`config.mk`:
```
export PLATFORM = sky130hd
export DESIGN_NAME = pwr_fault_seq
export DESIGN_NICKNAME = d
export VERILOG_FILES = /design/src/rtl/pfs_pkg.sv /design/src/rtl/pfs_fault_detect.sv /design/src/rtl/pfs_restart_timer.sv /design/src/rtl/pfs_status_latch.sv /design/src/rtl/pwr_fault_seq.sv
export SDC_FILE = /design/constraint.sdc
export NUM_CORES = 1
export LEC_CHECK = 0
export ABC_AREA = 1
export ABC_CLOCK_PERIOD_IN_PS = 2300
export BUFFER_PORTS_ARGS = -buffer_cell sky130_fd_sc_hd__buf_2
export CORE_MARGIN = 2
export CORE_UTILIZATION = 40
export CTS_CLUSTER_SIZE = 8
export DETAILED_ROUTE_END_ITERATION = 6
export PLACE_DENSITY = 0.67
export SYNTH_ARGS = -nofsm -noshare
export SYNTH_HDL_FRONTEND = slang
export SYNTH_SLANG_ARGS = --single-unit
```
`constraint.sdc`:
```
create_clock -name clk -period 2.3 [get_ports clk]
set_clock_uncertainty 0.2 [all_clocks]
set_input_delay 0.115 -clock clk [delete_from_list [all_inputs] [get_ports clk]]
set_output_delay 0.115 -clock clk [all_outputs]
set_load 0.02 [all_outputs]
```
`src/rtl/pfs_pkg.sv`:
```
package pfs_pkg;
   localparam int STAT_W  = 5;
   localparam int B_CYC   = 0;
   localparam int B_HOC   = 1;
   localparam int B_UV    = 2;
   localparam int B_WARN  = 3;
   localparam int B_THERM = 4;

   typedef enum logic {
      ST_RUN = 1'b0,
      ST_OFF = 1'b1
   } pfs_state_e;
endpackage

```
`src/rtl/pfs_fault_detect.sv`:
```
module pfs_fault_detect import pfs_pkg::*; #(
   parameter int N_RAILS = 4
) (
   input  logic [N_RAILS-1:0] cyc_lim_oc,
   input  logic [N_RAILS-1:0] hard_oc,
   input  logic [N_RAILS-1:0] uv,
   input  logic               temp_warn,
   input  logic               temp_shut,
   input  logic [STAT_W-1:0]  irq_mask,
   output logic [STAT_W-1:0]  live_stat,
   output logic               uv_shut,
   output logic               oc_shut,
   output logic               th_shut
);
   if (N_RAILS < 1) begin : g_bad_rails
      $error("pfs_fault_detect: N_RAILS must be at least 1");
   end

   // OR chains across the rails
   logic [N_RAILS:0] cyc_acc, hoc_acc, uv_acc;
   assign cyc_acc[0] = 1'b0;
   assign hoc_acc[0] = 1'b0;
   assign uv_acc[0]  = 1'b0;

   for (genvar g = 0; g < N_RAILS; g++) begin : g_rail
      assign cyc_acc[g+1] = cyc_acc[g] | cyc_lim_oc[g];
      assign hoc_acc[g+1] = hoc_acc[g] | hard_oc[g];
      assign uv_acc[g+1]  = uv_acc[g]  | uv[g];
   end

   always_comb begin
      live_stat          = '0;
      live_stat[B_CYC]   = cyc_acc[N_RAILS];
      live_stat[B_HOC]   = hoc_acc[N_RAILS];
      live_stat[B_UV]    = uv_acc[N_RAILS];
      live_stat[B_WARN]  = temp_warn;
      live_stat[B_THERM] = temp_shut;
   end

   // Hard overcurrent ignores its mask; UV and thermal masks also gate shutdown
   assign oc_shut = hoc_acc[N_RAILS];
   assign uv_shut = uv_acc[N_RAILS] & ~irq_mask[B_UV];
   assign th_shut = temp_shut & ~irq_mask[B_THERM];
endmodule

```
`src/rtl/pfs_restart_timer.sv`:
```
module pfs_restart_timer import pfs_pkg::*; #(
   parameter int UV_DLY = 100,
   parameter int OC_DLY = 14
) (
   input  logic clk,
   input  logic rst_n,
   input  logic tick,
   input  logic uv_shut,
   input  logic oc_shut,
   input  logic th_shut,
   output logic rails_en,
   output logic restart_req
);
   localparam int MAX_DLY = (UV_DLY > OC_DLY) ? UV_DLY : OC_DLY;
   localparam int CNT_W   = $clog2(MAX_DLY + 1);

   if (UV_DLY < 1 || OC_DLY < 1) begin : g_bad_dly
      $error("pfs_restart_timer: delays must be at least one tick");
   end

   pfs_state_e       state;
   logic [CNT_W-1:0] cnt;
   logic [CNT_W-1:0] need;
   logic [CNT_W-1:0] need_long, need_short;
   logic             hold;

   assign hold = uv_shut | oc_shut | th_shut;

   always_comb begin
      need_long  = (uv_shut | th_shut) ? CNT_W'(UV_DLY) : '0;
      need_short = oc_shut ? CNT_W'(OC_DLY) : '0;
      need       = (need_long > need_short) ? need_long : need_short;
   end

   always_ff @(posedge clk or negedge rst_n) begin
      if (!rst_n) begin
         state       <= ST_RUN;
         cnt         <= '0;
         restart_req <= 1'b0;
      end else begin
         restart_req <= 1'b0;
         unique case (state)
            ST_RUN: begin
               if (hold) begin
                  state <= ST_OFF;
                  cnt   <= need;
               end
            end
            ST_OFF: begin
               if (hold) begin
                  if (need > cnt) cnt <= need;
               end else if (tick) begin
                  if (cnt <= CNT_W'(1)) begin
                     state       <= ST_RUN;
                     cnt         <= '0;
                     restart_req <= 1'b1;
                  end else begin
                     cnt <= cnt - 1'b1;
                  end
               end
            end
            default: state <= ST_RUN;
         endcase
      end
   end

   assign rails_en = (state == ST_RUN);

   assert_restart_single_R1: assert property (@(posedge clk) disable iff (!rst_n)
      restart_req |=> !restart_req);
   assert_restart_from_off_R1: assert property (@(posedge clk) disable iff (!rst_n)
      restart_req |-> $past(state == ST_OFF));
   assert_hold_blocks_restart_R4: assert property (@(posedge clk) disable iff (!rst_n)
      hold |=> !restart_req);
   assert_off_has_count_R4: assert property (@(posedge clk) disable iff (!rst_n)
      (state == ST_OFF) |-> (cnt != '0));
endmodule

```
`src/rtl/pfs_status_latch.sv`:
```
module pfs_status_latch import pfs_pkg::*; (
   input  logic              clk,
   input  logic              rst_n,
   input  logic [STAT_W-1:0] live_stat,
   input  logic [STAT_W-1:0] irq_mask,
   input  logic              clr_stb,
   input  logic [STAT_W-1:0] clr_bits,
   output logic [STAT_W-1:0] latched_stat,
   output logic              irq_n
);
   for (genvar b = 0; b < STAT_W; b++) begin : g_bit
      logic lat_q;
      always_ff @(posedge clk or negedge rst_n) begin
         if (!rst_n)                      lat_q <= 1'b0;
         else if (live_stat[b])           lat_q <= 1'b1;
         else if (clr_stb && clr_bits[b]) lat_q <= 1'b0;
      end
      assign latched_stat[b] = lat_q;

      assert_live_sets_R9: assert property (@(posedge clk) disable iff (!rst_n)
         live_stat[b] |=> latched_stat[b]);
      assert_sticky_R9: assert property (@(posedge clk) disable iff (!rst_n)
         (latched_stat[b] && !(clr_stb && clr_bits[b])) |=> latched_stat[b]);
   end

   assign irq_n = ~|(latched_stat & ~irq_mask);
endmodule

```
`src/rtl/pwr_fault_seq.sv`:
```
module pwr_fault_seq import pfs_pkg::*; #(
   parameter int N_RAILS = 4,
   parameter int UV_DLY  = 100,
   parameter int OC_DLY  = 14
) (
   input  logic               clk,
   input  logic               rst_n,
   input  logic               tick,
   input  logic [N_RAILS-1:0] cyc_lim_oc,
   input  logic [N_RAILS-1:0] hard_oc,
   input  logic [N_RAILS-1:0] uv,
   input  logic               temp_warn,
   input  logic               temp_shut,
   input  logic [STAT_W-1:0]  irq_mask,
   input  logic               clr_stb,
   input  logic [STAT_W-1:0]  clr_bits,
   output logic               rails_en,
   output logic               restart_req,
   output logic [STAT_W-1:0]  live_stat,
   output logic [STAT_W-1:0]  latched_stat,
   output logic               irq_n
);
   logic uv_shut, oc_shut, th_shut;

   pfs_fault_detect #(.N_RAILS(N_RAILS)) u_detect (
      .cyc_lim_oc (cyc_lim_oc),
      .hard_oc    (hard_oc),
      .uv         (uv),
      .temp_warn  (temp_warn),
      .temp_shut  (temp_shut),
      .irq_mask   (irq_mask),
      .live_stat  (live_stat),
      .uv_shut    (uv_shut),
      .oc_shut    (oc_shut),
      .th_shut    (th_shut)
   );

   pfs_restart_timer #(.UV_DLY(UV_DLY), .OC_DLY(OC_DLY)) u_timer (
      .clk         (clk),
      .rst_n       (rst_n),
      .tick        (tick),
      .uv_shut     (uv_shut),
      .oc_shut     (oc_shut),
      .th_shut     (th_shut),
      .rails_en    (rails_en),
      .restart_req (restart_req)
   );

   pfs_status_latch u_status (
      .clk          (clk),
      .rst_n        (rst_n),
      .live_stat    (live_stat),
      .irq_mask     (irq_mask),
      .clr_stb      (clr_stb),
      .clr_bits     (clr_bits),
      .latched_stat (latched_stat),
      .irq_n        (irq_n)
   );

   assert_hard_oc_off_R2: assert property (@(posedge clk) disable iff (!rst_n)
      (|hard_oc) |=> !rails_en);
   assert_uv_off_R1: assert property (@(posedge clk) disable iff (!rst_n)
      ((|uv) && !irq_mask[B_UV]) |=> !rails_en);
   assert_therm_off_R5: assert property (@(posedge clk) disable iff (!rst_n)
      (temp_shut && !irq_mask[B_THERM]) |=> !rails_en);
   assert_no_spurious_off_R7: assert property (@(posedge clk) disable iff (!rst_n)
      (rails_en && !(|hard_oc) && !((|uv) && !irq_mask[B_UV])
       && !(temp_shut && !irq_mask[B_THERM])) |=> rails_en);
endmodule

```
==> flow_summary.json, run 1 <==
{
  "status": "finished, final reports clean",
  "worst_pin_slew_ps": 332,
  "end_kind": "flop",
  "period_needed_ps": 2210,
  "netlist_top_cells_count": "nand2_1, inv_1, dfrtp_1",
  "placedCellCount": 228,
  "grt_pass1_wl_mm": 4.26,
  "yosys_warnings": 0,
  "arrival_ps": 2180,
  "synth_edf_count": 0,
  "final_nets": 249,
  "grt_max_degree": 15,
  "io_pins": 41,
  "dr_wl_met2_mm": 1.27,
  "r2r_cells": 12,
  "r2r-start": "u_timer.cnt[3]",
  "cts_tree": "built",
  "postLayoutCoreUtil": 0.544,
  "yosys.area.top_type": "dfrtp_1",
  "start_util": 0.419,
  "vias_per_cell": 4.59,
  "synthMostInstantiatedCell": "nand2_1",
  "clock_path_buffers": 2,
  "place_ws_ps": 136,
  "fp.dieArea_sq_um": 3310,
  "vias": 1119,
  "route.met3.wl_um": 130,
  "r2r_slack_ps": 470,
  "crit_fanout": 2,
  "syn_area_per_cell_sq_um": 6.94,
  "synth_top_area_share": 0.306,
  "wl_mm": 2.63,
  "powerDensity_nw_per_um2": 765,
  "clk_latency_ps": 290,
  "cts.sinks": 14,
  "route.detailed.drc": 0,
  "area_growth_syn_to_layout_pct": 29.8,
  "cts_made_buffers": 3,
  "cp_cell_sequence": "dlygate4sd3_1 > buf_2 > nor4_2 > dlygate4sd3_1 > nand2_1 > dlygate4sd3_1",
  "synth_area_leaders": "dfrtp_1, nand2_1, ha_1",
  "dieWidth_um": 57.5,
  "relSlewSlack": 0.779,
  "rows": 19,
  "antenna_found_initial": 0,
  "rsz0062_at_grt": "false",
  "die_h_um": 57.5,
  "port_buffers": 40,
  "synth-seq-cells": 14,
  "routedWlPerCell_um": 10.8,
  "fin_tns_setup_ps": 0,
  "path_clk_slew_ps": 110,
  "drt_iter0_drc": 29,
  "postCtsSetupRepairBufs": 0,
  "slowest_stage": "dlygate4sd3_1",
  "async_reset_ff_frac": 1.00,
  "rr_endpoint": "u_timer.cnt[1]",
  "path_class": "in2reg",
  "maxSlewViolCount": 0,
  "core-area_sq_um": 2730,
  "antenna_left": 0,
  "n_fill_cell": 256,
  "drive_above_1_share": 0.305,
  "p_total_w": 0.00114,
  "peakVddDrop_mv": 0.538,
  "grt-ovfl-total": 0,
  "cp_data_required_time_ps": 2270,
  "hold_violations": 0,
  "critPathMaxStageDelay_ps": 600,
  "synthCells": 165,
  "hp-class": "in2async",
  "ys.flop_type": "dfrtp_1",
  "syn-num-nets": 200,
  "synth.distinct_cells": 28,
  "dp_hpwl_mm": 1.99,
  "fmax_mhz": 453,
  "period_share": 0.960,
  "grt_pass1_vias": 1002,
  "root_buffer": "clkbuf_4",
  "setup_viol": 0,
  "crit_top_cell": "dlygate4sd3_1",
  "top_layer_used": "met3",
  "fin_ws_ps": 92.6,
  "htreeDepth": 1,
  "syn_area_sq_um": 1140,
  "critPathBufInv": 4,
  "track_usage": 0.165,
  "critical_path.top_delay_family": "buffers and inverters",
  "wl_met1_mm": 1.23,
  "start_kind": "primary input",
  "instances_no_fill": 244,
  "timing.max_cap.violations": 0,
  "leakagePower_nw": 0.851,
  "first_pass_iters": 4,
  "num_antenna_cells": 0,
  "ys_seq_area_frac": 0.306,
  "routabilityCongestion": 0.818
}
cells by family (layout without fill, tap and decap cells):
group                      Yosys count  count (layout)  share of synthesized area
AOI/OAI and AO/OA                    7               7                     0.0350
xor gates and xnor gates             4               4                     0.0306
adders and majority gates            7               7                     0.0765
and+or+nand+nor                     99              99                      0.410
buffers and inverters               34              82                      0.142
DFF                                 14              14                      0.306
routing by layer:
| layer | track usage | vias to the layer above |
|---|---|---|
| met5 | 0 | - |
| met4 | 0.00997 | 0 |
| met3 | 0.0408 | 0 |
| met2 | 0.284 | 27 |
| met1 | 0.219 | 499 |
| li1 | - | 593 |
power breakdown:
| part | internal, W | switching [W] | leakage [nW] | total [W] |
|---|---|---|---|---|
| clock | 0.0000964 | 0.0000915 | 0.0210 | 0.000188 |
| sequential | 0.000296 | 0.0000481 | 0.157 | 0.000344 |
| combinational | 0.000232 | 0.000372 | 0.673 | 0.000605 |
| total | 0.000625 | 0.000512 | 0.851 | 0.00114 |
repair_timing:
item	4_1_cts	5_1_grt
gates resized for setup	0	1
hold buffers	12	0
setup endpoints to repair	0	1
hold endpoints to repair	19	0
worst max-delay path by stage:
| stage | depth (start not counted) | endpoint | start | slack (ps) |
|---|---|---|---|---|
| 2_1_floorplan | 17 | u_timer.cnt[2] | uv[2] | 320 |
| 3_3_place_gp | 17 | u_timer.cnt[3] | irq_mask[4] | 180 |
| 3_5_place_dp | 18 | u_timer.cnt[6] | temp_shut | 140 |
| 4_1_cts | 6 | u_status.g_bit[0].lat_q | cyc_lim_oc[3] | 110 |
| 5_1_grt | 6 | u_status.g_bit[0].lat_q | cyc_lim_oc[3] | 60 |
| 6_report | 6 | u_status.g_bit[0].lat_q | cyc_lim_oc[3] | 90 |
registers in the layout, summed over array words and instances, names as in the netlist:
name and count:
u_timer.cnt 7, u_status.g_bit.lat_q 5, u_timer.restart_req 1, u_timer.state 1
area by class of cell:
| class | instances | area [sq um] | share of cell area |
|---|---|---|---|
| sequential | 14 | 350 | 0.236 |
| inverter | 26 | 103 | 0.0690 |
| timing repair buffer | 52 | 320 | 0.215 |
| clock buffer | 4 | 36.3 | 0.0244 |
| multi-input combinational | 117 | 638 | 0.429 |
| tap | 31 | 38.8 | 0.0261 |
stage by stage:
step           hold WS, ps  cell area (sq um)
2_1_floorplan         -381               1140
3_5_place_dp          -162               1320
5_1_grt               58.2               1490
6_report              28.8               1490
4_1_cts               33.4               1480
3_3_place_gp          -165               1320
cells in the final DEF, fill, tap and decap left out, types with 2 or more instances in the layout:
cell / synthesis / final
dlygate4sd3_1: 0 / 12
nor2_2: 3 / 3
o22ai_1: 2 / 2
ha_1: 7 / 7
nand2_1: 59 / 59
nor3_1: 3 / 3
inv_1: 20 / 20
inv_4: 2 / 2
nand2_2: 5 / 5
nor2_1: 12 / 12
nand3_1: 8 / 8
buf_2: 0 / 40
o21ai_0: 2 / 2
a21oi_1: 2 / 2
dfrtp_1: 14 / 14
inv_2: 3 / 3
clkbuf_4: 0 / 3
xor2_1: 3 / 3
(Power assumes the default switching activity.)
==> run 2: changes to the inputs <==
--- a/config.mk
+++ b/config.mk
@@ -5,14 +5,13 @@
 export SDC_FILE = /design/constraint.sdc
 export NUM_CORES = 1
 export LEC_CHECK = 0
-export ABC_AREA = 1
 export ABC_CLOCK_PERIOD_IN_PS = 2300
 export BUFFER_PORTS_ARGS = -buffer_cell sky130_fd_sc_hd__buf_2
 export CORE_MARGIN = 2
 export CORE_UTILIZATION = 40
 export CTS_CLUSTER_SIZE = 8
 export DETAILED_ROUTE_END_ITERATION = 6
-export PLACE_DENSITY = 0.67
+export PLACE_DENSITY = 0.68
 export SYNTH_ARGS = -nofsm -noshare
 export SYNTH_HDL_FRONTEND = slang
 export SYNTH_SLANG_ARGS = --single-unit
==> run 2 against run 1 <==
  * The run now ends with negative setup slack left
  * Count of clock-buffer cells in the layout is the same
  * Design area grew 5.1%
  * Cell count shrank 13%
  * First-iteration DRC count grew 55%
  * Register-to-register slack lost 410 ps
  * Synthesized area shrank 7.4%
  * Synthesized cell count shrank 28%
  * Clock power shrank 4%
  * Worst hold slack gained 17 ps
  * Critical path type unchanged
  * Critical endpoint is now u_timer.cnt[5]
  * Largest cell class unchanged
==> flow_summary.json, run 2 <==
{
  "dp_hpwl_mm": 2.18,
  "leakagePower_nw": 0.758,
  "ff_latch_area_sq_um": 350,
  "critPathMaxStageDelay_ps": 480,
  "core-area_sq_um": 2500,
  "yosys_warnings": 0,
  "routedWlPerCell_um": 13.4,
  "wl_mm": 2.85,
  "timing.max_cap.violations": 0,
  "fmax_mhz": 430,
  "routabilityCongestion": 0.915,
  "cp_data_required_time_ps": 2310,
  "clock_path_buffers": 2,
  "grt_pass1_wl_mm": 5.10,
  "switching_share": 0.400,
  "syn_area_per_cell_sq_um": 8.91,
  "track_usage": 0.206,
  "htreeDepth": 1,
  "ys.flop_type": "dfrtp_1",
  "peakVddDrop_mv": 0.479,
  "route.detailed.drc": 0,
  "relSlewSlack": 0.676,
  "path_clk_slew_ps": 90,
  "hold_violations": 0,
  "slowest_stage": "or4_4",
  "die_h_um": 55.5,
  "layout_common_cells": "buf_2, inv_1, nand2_1, buf_4, dfrtp_1",
  "power_switching_w": 0.000436,
  "synth_edf_count": 0,
  "synth_area_leaders": "dfrtp_1, ha_1, inv_1",
  "cts_made_buffers": 3,
  "synth-seq-cells": 14,
  "status": "finished with violations",
  "drt_iter0_drc": 45,
  "place_ws_ps": -353,
  "syn-num-nets": 154,
  "p_total_w": 0.00109,
  "clk_latency_ps": 280,
  "fin_ws_ps": -24.9,
  "combPwrFrac": 0.525,
  "num_antenna_cells": 0,
  "multi_input_area_sq_um": 632,
  "root_buffer": "clkbuf_4",
  "rsz0062_at_grt": "true",
  "maxSlewViolCount": 0,
  "power_frac_clock": 0.166,
  "largest-register": "u_timer.cnt",
  "largest_reg_flops": 7,
  "n_fill_cell": 203,
  "synthMostInstantiatedCell": "inv_1",
  "port_buffers": 40,
  "cp_cell_sequence": "buf_2 > nor4_4 > a2bb2oi_4 > inv_2 > ha_1 > nand2_1 > or4_4 > and3_4 > a21boi_4 > o21ai_0 > o21ai_0",
  "path_class": "in2reg",
  "worst_pin_slew_ps": 483,
  "synth_top_area_share": 0.331,
  "final_nets": 218,
  "ys_seq_area_frac": 0.331,
  "rows": 18,
  "cts.sinks": 14,
  "crit_top_cell": "o21ai_0",
  "area_growth_syn_to_layout_pct": 47.3,
  "first_pass_iters": 4,
  "powerDensity_nw_per_um2": 697,
  "end_kind": "flop",
  "power.internal_w": 0.000652,
  "synth.distinct_cells": 33,
  "grt_pass1_vias": 1164,
  "fp.dieArea_sq_um": 3080,
  "async_reset_ff_frac": 1.00,
  "holdWs_ps": 46.2,
  "final_common_cell": "buf_2",
  "vias_per_cell": 5.17,
  "cts_tree": "built",
  "hp-class": "in2reg",
  "vias": 1096,
  "period_needed_ps": 2320,
  "grt-ovfl-total": 0,
  "yosys.area.top_type": "dfrtp_1",
  "grt_max_degree": 15,
  "reg_top3": "u_timer.cnt (7), u_status.g_bit.lat_q (5)",
  "setup_viol": 4,
  "antenna_found_initial": 0,
  "netlist_top_cells_count": "inv_1, nand2_1, dfrtp_1",
  "drive_above_1_share": 0.407,
  "dieWidth_um": 55.5,
  "syn_area_sq_um": 1060,
  "antenna_left": 0,
  "start_util": 0.424,
  "failed_checks": "negative setup slack",
  "crit_fanout": 8,
  "arrival_ps": 2340,
  "io_pins": 41,
  "power_frac_seq": 0.309,
  "synthCells": 119,
  "period_share": 1.01,
  "start_kind": "primary input"
}
-- run 2: worst paths after layout --
kind | startpoint | end | slack, ps | cells after the start
setup / recovery | uv[3] | u_timer.cnt[5] | -20 | 11
min in group asynchronous | rst_n | u_timer.cnt[2] | 60 | 2
max in group asynchronous | rst_n | u_timer.cnt[3] | 1590 | 2
hold reg to reg | u_status.g_bit[1].lat_q | u_status.g_bit[1].lat_q | 310 | 2
setup reg to reg | u_timer.cnt[6] | u_timer.cnt[5] | 60 | 8
hold / removal | hard_oc[1] | u_status.g_bit[1].lat_q | 50 | 4
-- run 2: per-stage QoR --
step	area, sq um	TNS, ps	instances	util
6_report	1560	-65.2	212	0.625
5_1_grt	1560	-495	212	0.625
4_1_cts	1530	0	209	0.614
3_5_place_dp	1340	-1900	191	0.537
3_3_place_gp	1340	-1430	191	0.537
2_1_floorplan	1090	-836	119	-
-- run 2: per-layer routing --
metal / vias up / GRT usage / part of all wire / wire (um)
li1: 542 / - / - / -
met1: 509 / 0.235 / 0.42 / 1200
met2: 43 / 0.376 / 0.51 / 1460
met3: 2 / 0.0468 / 0.057 / 161
met4: 0 / 0.0627 / 0.0095 / 27
met5: - / 0 / 0 / 0
-- run 2: timing repair --
| item | in CTS | in global routing |
|---|---|---|
| cloned | 0 | 0 |
| buffers inserted | 1 | 3 |
| pin swaps | 4 | 3 |
| endpoints found under the setup margin | 4 | 6 |
| gates resized for setup | 3 | 1 |
| hold endpoints to repair | 22 | 0 |
| hold buffers | 13 | 0 |
-- run 2: logic make-up (layout without fill, tap and decap cells) --
kind of cell | after synthesis | count (layout) | share of synthesized area
simple gates | 37 | 37 | 0.210
compound gates | 34 | 34 | 0.243
buf+inv | 26 | 89 | 0.123
flops | 14 | 14 | 0.331
fa+ha+maj | 7 | 7 | 0.0826
mux | 1 | 1 | 0.0106
-- run 2: critical path, delay by kind of cell --
| family | cells | cell delay, ps |
|---|---|---|
| AND/OR/NAND/NOR | 4 | 1080 |
| AO/OA/AOI/OAI | 4 | 650 |
| buffers and inverters | 2 | 210 |
| adder cells (fa/ha/maj) | 1 | 280 |
-- run 2: final cells by class --
class	instances	area share
Tap cell	30	0.0240
Multi-Input combinational cell	79	0.405
Inverter	18	0.0449
Timing Repair Buffer	67	0.279
Clock buffer	4	0.0232
Sequential cell	14	0.224
-- run 2: power groups by stage --
stage          Sequential [W]  Clock (W)  Combinational (W)
6_report             0.000337   0.000181           0.000571
5_1_grt              0.000342   0.000201           0.000643
4_1_cts              0.000334   0.000188           0.000571
3_5_place_dp         0.000338          0           0.000534
3_3_place_gp         0.000338          0           0.000514
2_1_floorplan        0.000328          0           0.000371
==> run 3: changes to the inputs <==
--- a/config.mk
+++ b/config.mk
@@ -5,7 +5,7 @@
 export SDC_FILE = /design/constraint.sdc
 export NUM_CORES = 1
 export LEC_CHECK = 0
-export ABC_CLOCK_PERIOD_IN_PS = 2300
+export ABC_CLOCK_PERIOD_IN_PS = 2700
 export BUFFER_PORTS_ARGS = -buffer_cell sky130_fd_sc_hd__buf_2
 export CORE_MARGIN = 2
 export CORE_UTILIZATION = 40
==> constraint.sdc (replaced) <==
create_clock -name clk -period 2.7 [get_ports clk]
set_clock_uncertainty 0.2 [all_clocks]
set_input_delay 0.135 -clock clk [delete_from_list [all_inputs] [get_ports clk]]
set_output_delay 0.135 -clock clk [all_outputs]
set_load 0.02 [all_outputs]
==> run 3 against run 2 <==
  * The flow now finishes without violations
  * Utilization down 4.0 points
  * Combinational power down 24%
  * Clock power down 14%
  * First-iteration DRC count down 33%
  * Die area unchanged
  * Sequential share of layout area up 1.5 points
  * Routed wire length down 4.6%
  * Critical path type unchanged
  * Critical endpoint is now u_timer.cnt[6]
  * Highest routed layer unchanged
==> flow_summary.json, run 3 (synthesized netlist as in run 2, its figures left out) <==
{
  "status": "finished, final reports clean",
  "dp_hpwl_mm": 2.08,
  "core-area_sq_um": 2500,
  "dieWidth_um": 55.5,
  "grt_pass1_wl_mm": 4.89,
  "relSlewSlack": 0.661,
  "port_buffers": 40,
  "combPwrFrac": 0.496,
  "layout_common_cells": "buf_2, inv_1, nand2_1, dlygate4sd3_1, dfrtp_1",
  "period_share": 0.952,
  "start_kind": "primary input",
  "largest-register": "u_timer.cnt",
  "hold_violations": 0,
  "switching_share": 0.410,
  "power.internal_w": 0.000518,
  "n_fill_cell": 229,
  "vias_per_cell": 5.42,
  "antenna_found_initial": 0,
  "area_growth_syn_to_layout_pct": 38.0,
  "leakagePower_nw": 0.713,
  "powerDensity_nw_per_um2": 601,
  "postLayoutCoreUtil": 0.585,
  "hp-class": "in2reg",
  "crit_fanout": 8,
  "path_class": "in2reg",
  "route.detailed.drc": 0,
  "arrival_ps": 2580,
  "first_pass_iters": 4,
  "end_kind": "flop",
  "maxSlewViolCount": 0,
  "cts_tree": "built",
  "grt-ovfl-total": 0,
  "wl_mm": 2.71,
  "drt_iter0_drc": 30,
  "die_h_um": 55.5,
  "grt_pass1_vias": 1103,
  "power_frac_clock": 0.176,
  "fp.dieArea_sq_um": 3080,
  "routedWlPerCell_um": 13.3,
  "start_util": 0.424,
  "cts.sinks": 14,
  "peakVddDrop_mv": 0.455,
  "fin_ws_ps": 131,
  "place_ws_ps": -75.8,
  "path_clk_slew_ps": 90,
  "rsz0062_at_grt": "false",
  "timing.max_cap.violations": 0,
  "io_pins": 41,
  "routabilityCongestion": 0.858,
  "largest_reg_flops": 7,
  "clock_path_buffers": 2,
  "htreeDepth": 1,
  "track_usage": 0.196,
  "period_needed_ps": 2570,
  "antenna_left": 0,
  "setup_viol": 0,
  "power_frac_seq": 0.327,
  "power_switching_w": 0.000360,
  "reg_top3": "u_timer.cnt (7), u_status.g_bit.lat_q (5)",
  "fmax_mhz": 389,
  "num_antenna_cells": 0,
  "cts_made_buffers": 3,
  "clk_latency_ps": 280,
  "rows": 18,
  "worst_pin_slew_ps": 504,
  "cp_data_required_time_ps": 2710,
  "final_area_sq_um": 1460,
  "final_common_cell": "buf_2",
  "final_nets": 210,
  "grt_max_degree": 15,
  "drive_above_1_share": 0.356,
  "place_area_sq_um": 1270,
  "root_buffer": "clkbuf_4",
  "vias": 1106
}
[run 3: cell count changes in the layout (fill, tap and decap cells not counted), sizes merged]
cell and delta:
buf -9, dlygate4sd3 +1
[run 3: final timing paths]
path | cells after the start | slack (ps) | from | to
max | 11 | 130 | temp_shut | u_timer.cnt[6]
min | 4 | 60 | hard_oc[3] | u_timer.state
max reg2reg | 8 | 450 | u_timer.cnt[3] | u_timer.cnt[6]
min reg2reg | 2 | 350 | u_timer.cnt[1] | u_timer.cnt[1]
max in group asynchronous | 2 | 1990 | rst_n | u_timer.cnt[6]
min in group asynchronous | 2 | 70 | rst_n | u_timer.cnt[0]
[run 3: area by class of cell]
class                      instances  area [sq um]  area share
multi-input combinational         79           591       0.404
timing repair buffer              59           378       0.258
sequential                        14           350       0.240
inverter                          18          70.1      0.0479
tap                               30          37.5      0.0257
clock buffer                       4          36.3      0.0248
[run 3: layer usage]
layer,global-route usage,wire [um]
met4,0.0418,39
met1,0.234,1070
met2,0.350,1390
met5,0,0
met3,0.0515,218
[run 3: power groups by stage]
stage | registers, W | logic [W] | clock network (W)
2_1_floorplan | 0.000279 | 0.000300 | 0
3_3_place_gp | 0.000289 | 0.000387 | 0
3_5_place_dp | 0.000289 | 0.000403 | 0
4_1_cts | 0.000285 | 0.000416 | 0.000157
5_1_grt | 0.000294 | 0.000496 | 0.000167
6_report | 0.000288 | 0.000436 | 0.000155
[run 3: metrics by stage]
step / total power (W) / hold WS, ps / cells / TNS, ps
2_1_floorplan: 0.000579 / -361 / 119 / 0
3_3_place_gp: 0.000676 / -147 / 185 / 0
3_5_place_dp: 0.000692 / -151 / 185 / -284
4_1_cts: 0.000858 / 53.6 / 203 / 0
5_1_grt: 0.000957 / 76.5 / 204 / 0
6_report: 0.000879 / 57.4 / 204 / 0
[run 3: timing repair]
action / CTS / global route
setup buffers: 0 / 1
hold buffers: 14 / 0
resized for setup: 0 / 5
hold endpoints to repair: 21 / 0
setup endpoints to repair: 0 / 5
[run 3: worst max-delay path: stages]
cell,delay (ps)
dlygate4sd3_1,530
buf_2,160
a2bb2oi_4,180
nand2_2,100
ha_1,320
nand4_1,90
or4_4,430
and3_4,200
a21boi_4,230
a2111oi_2,80
a21oi_1,130
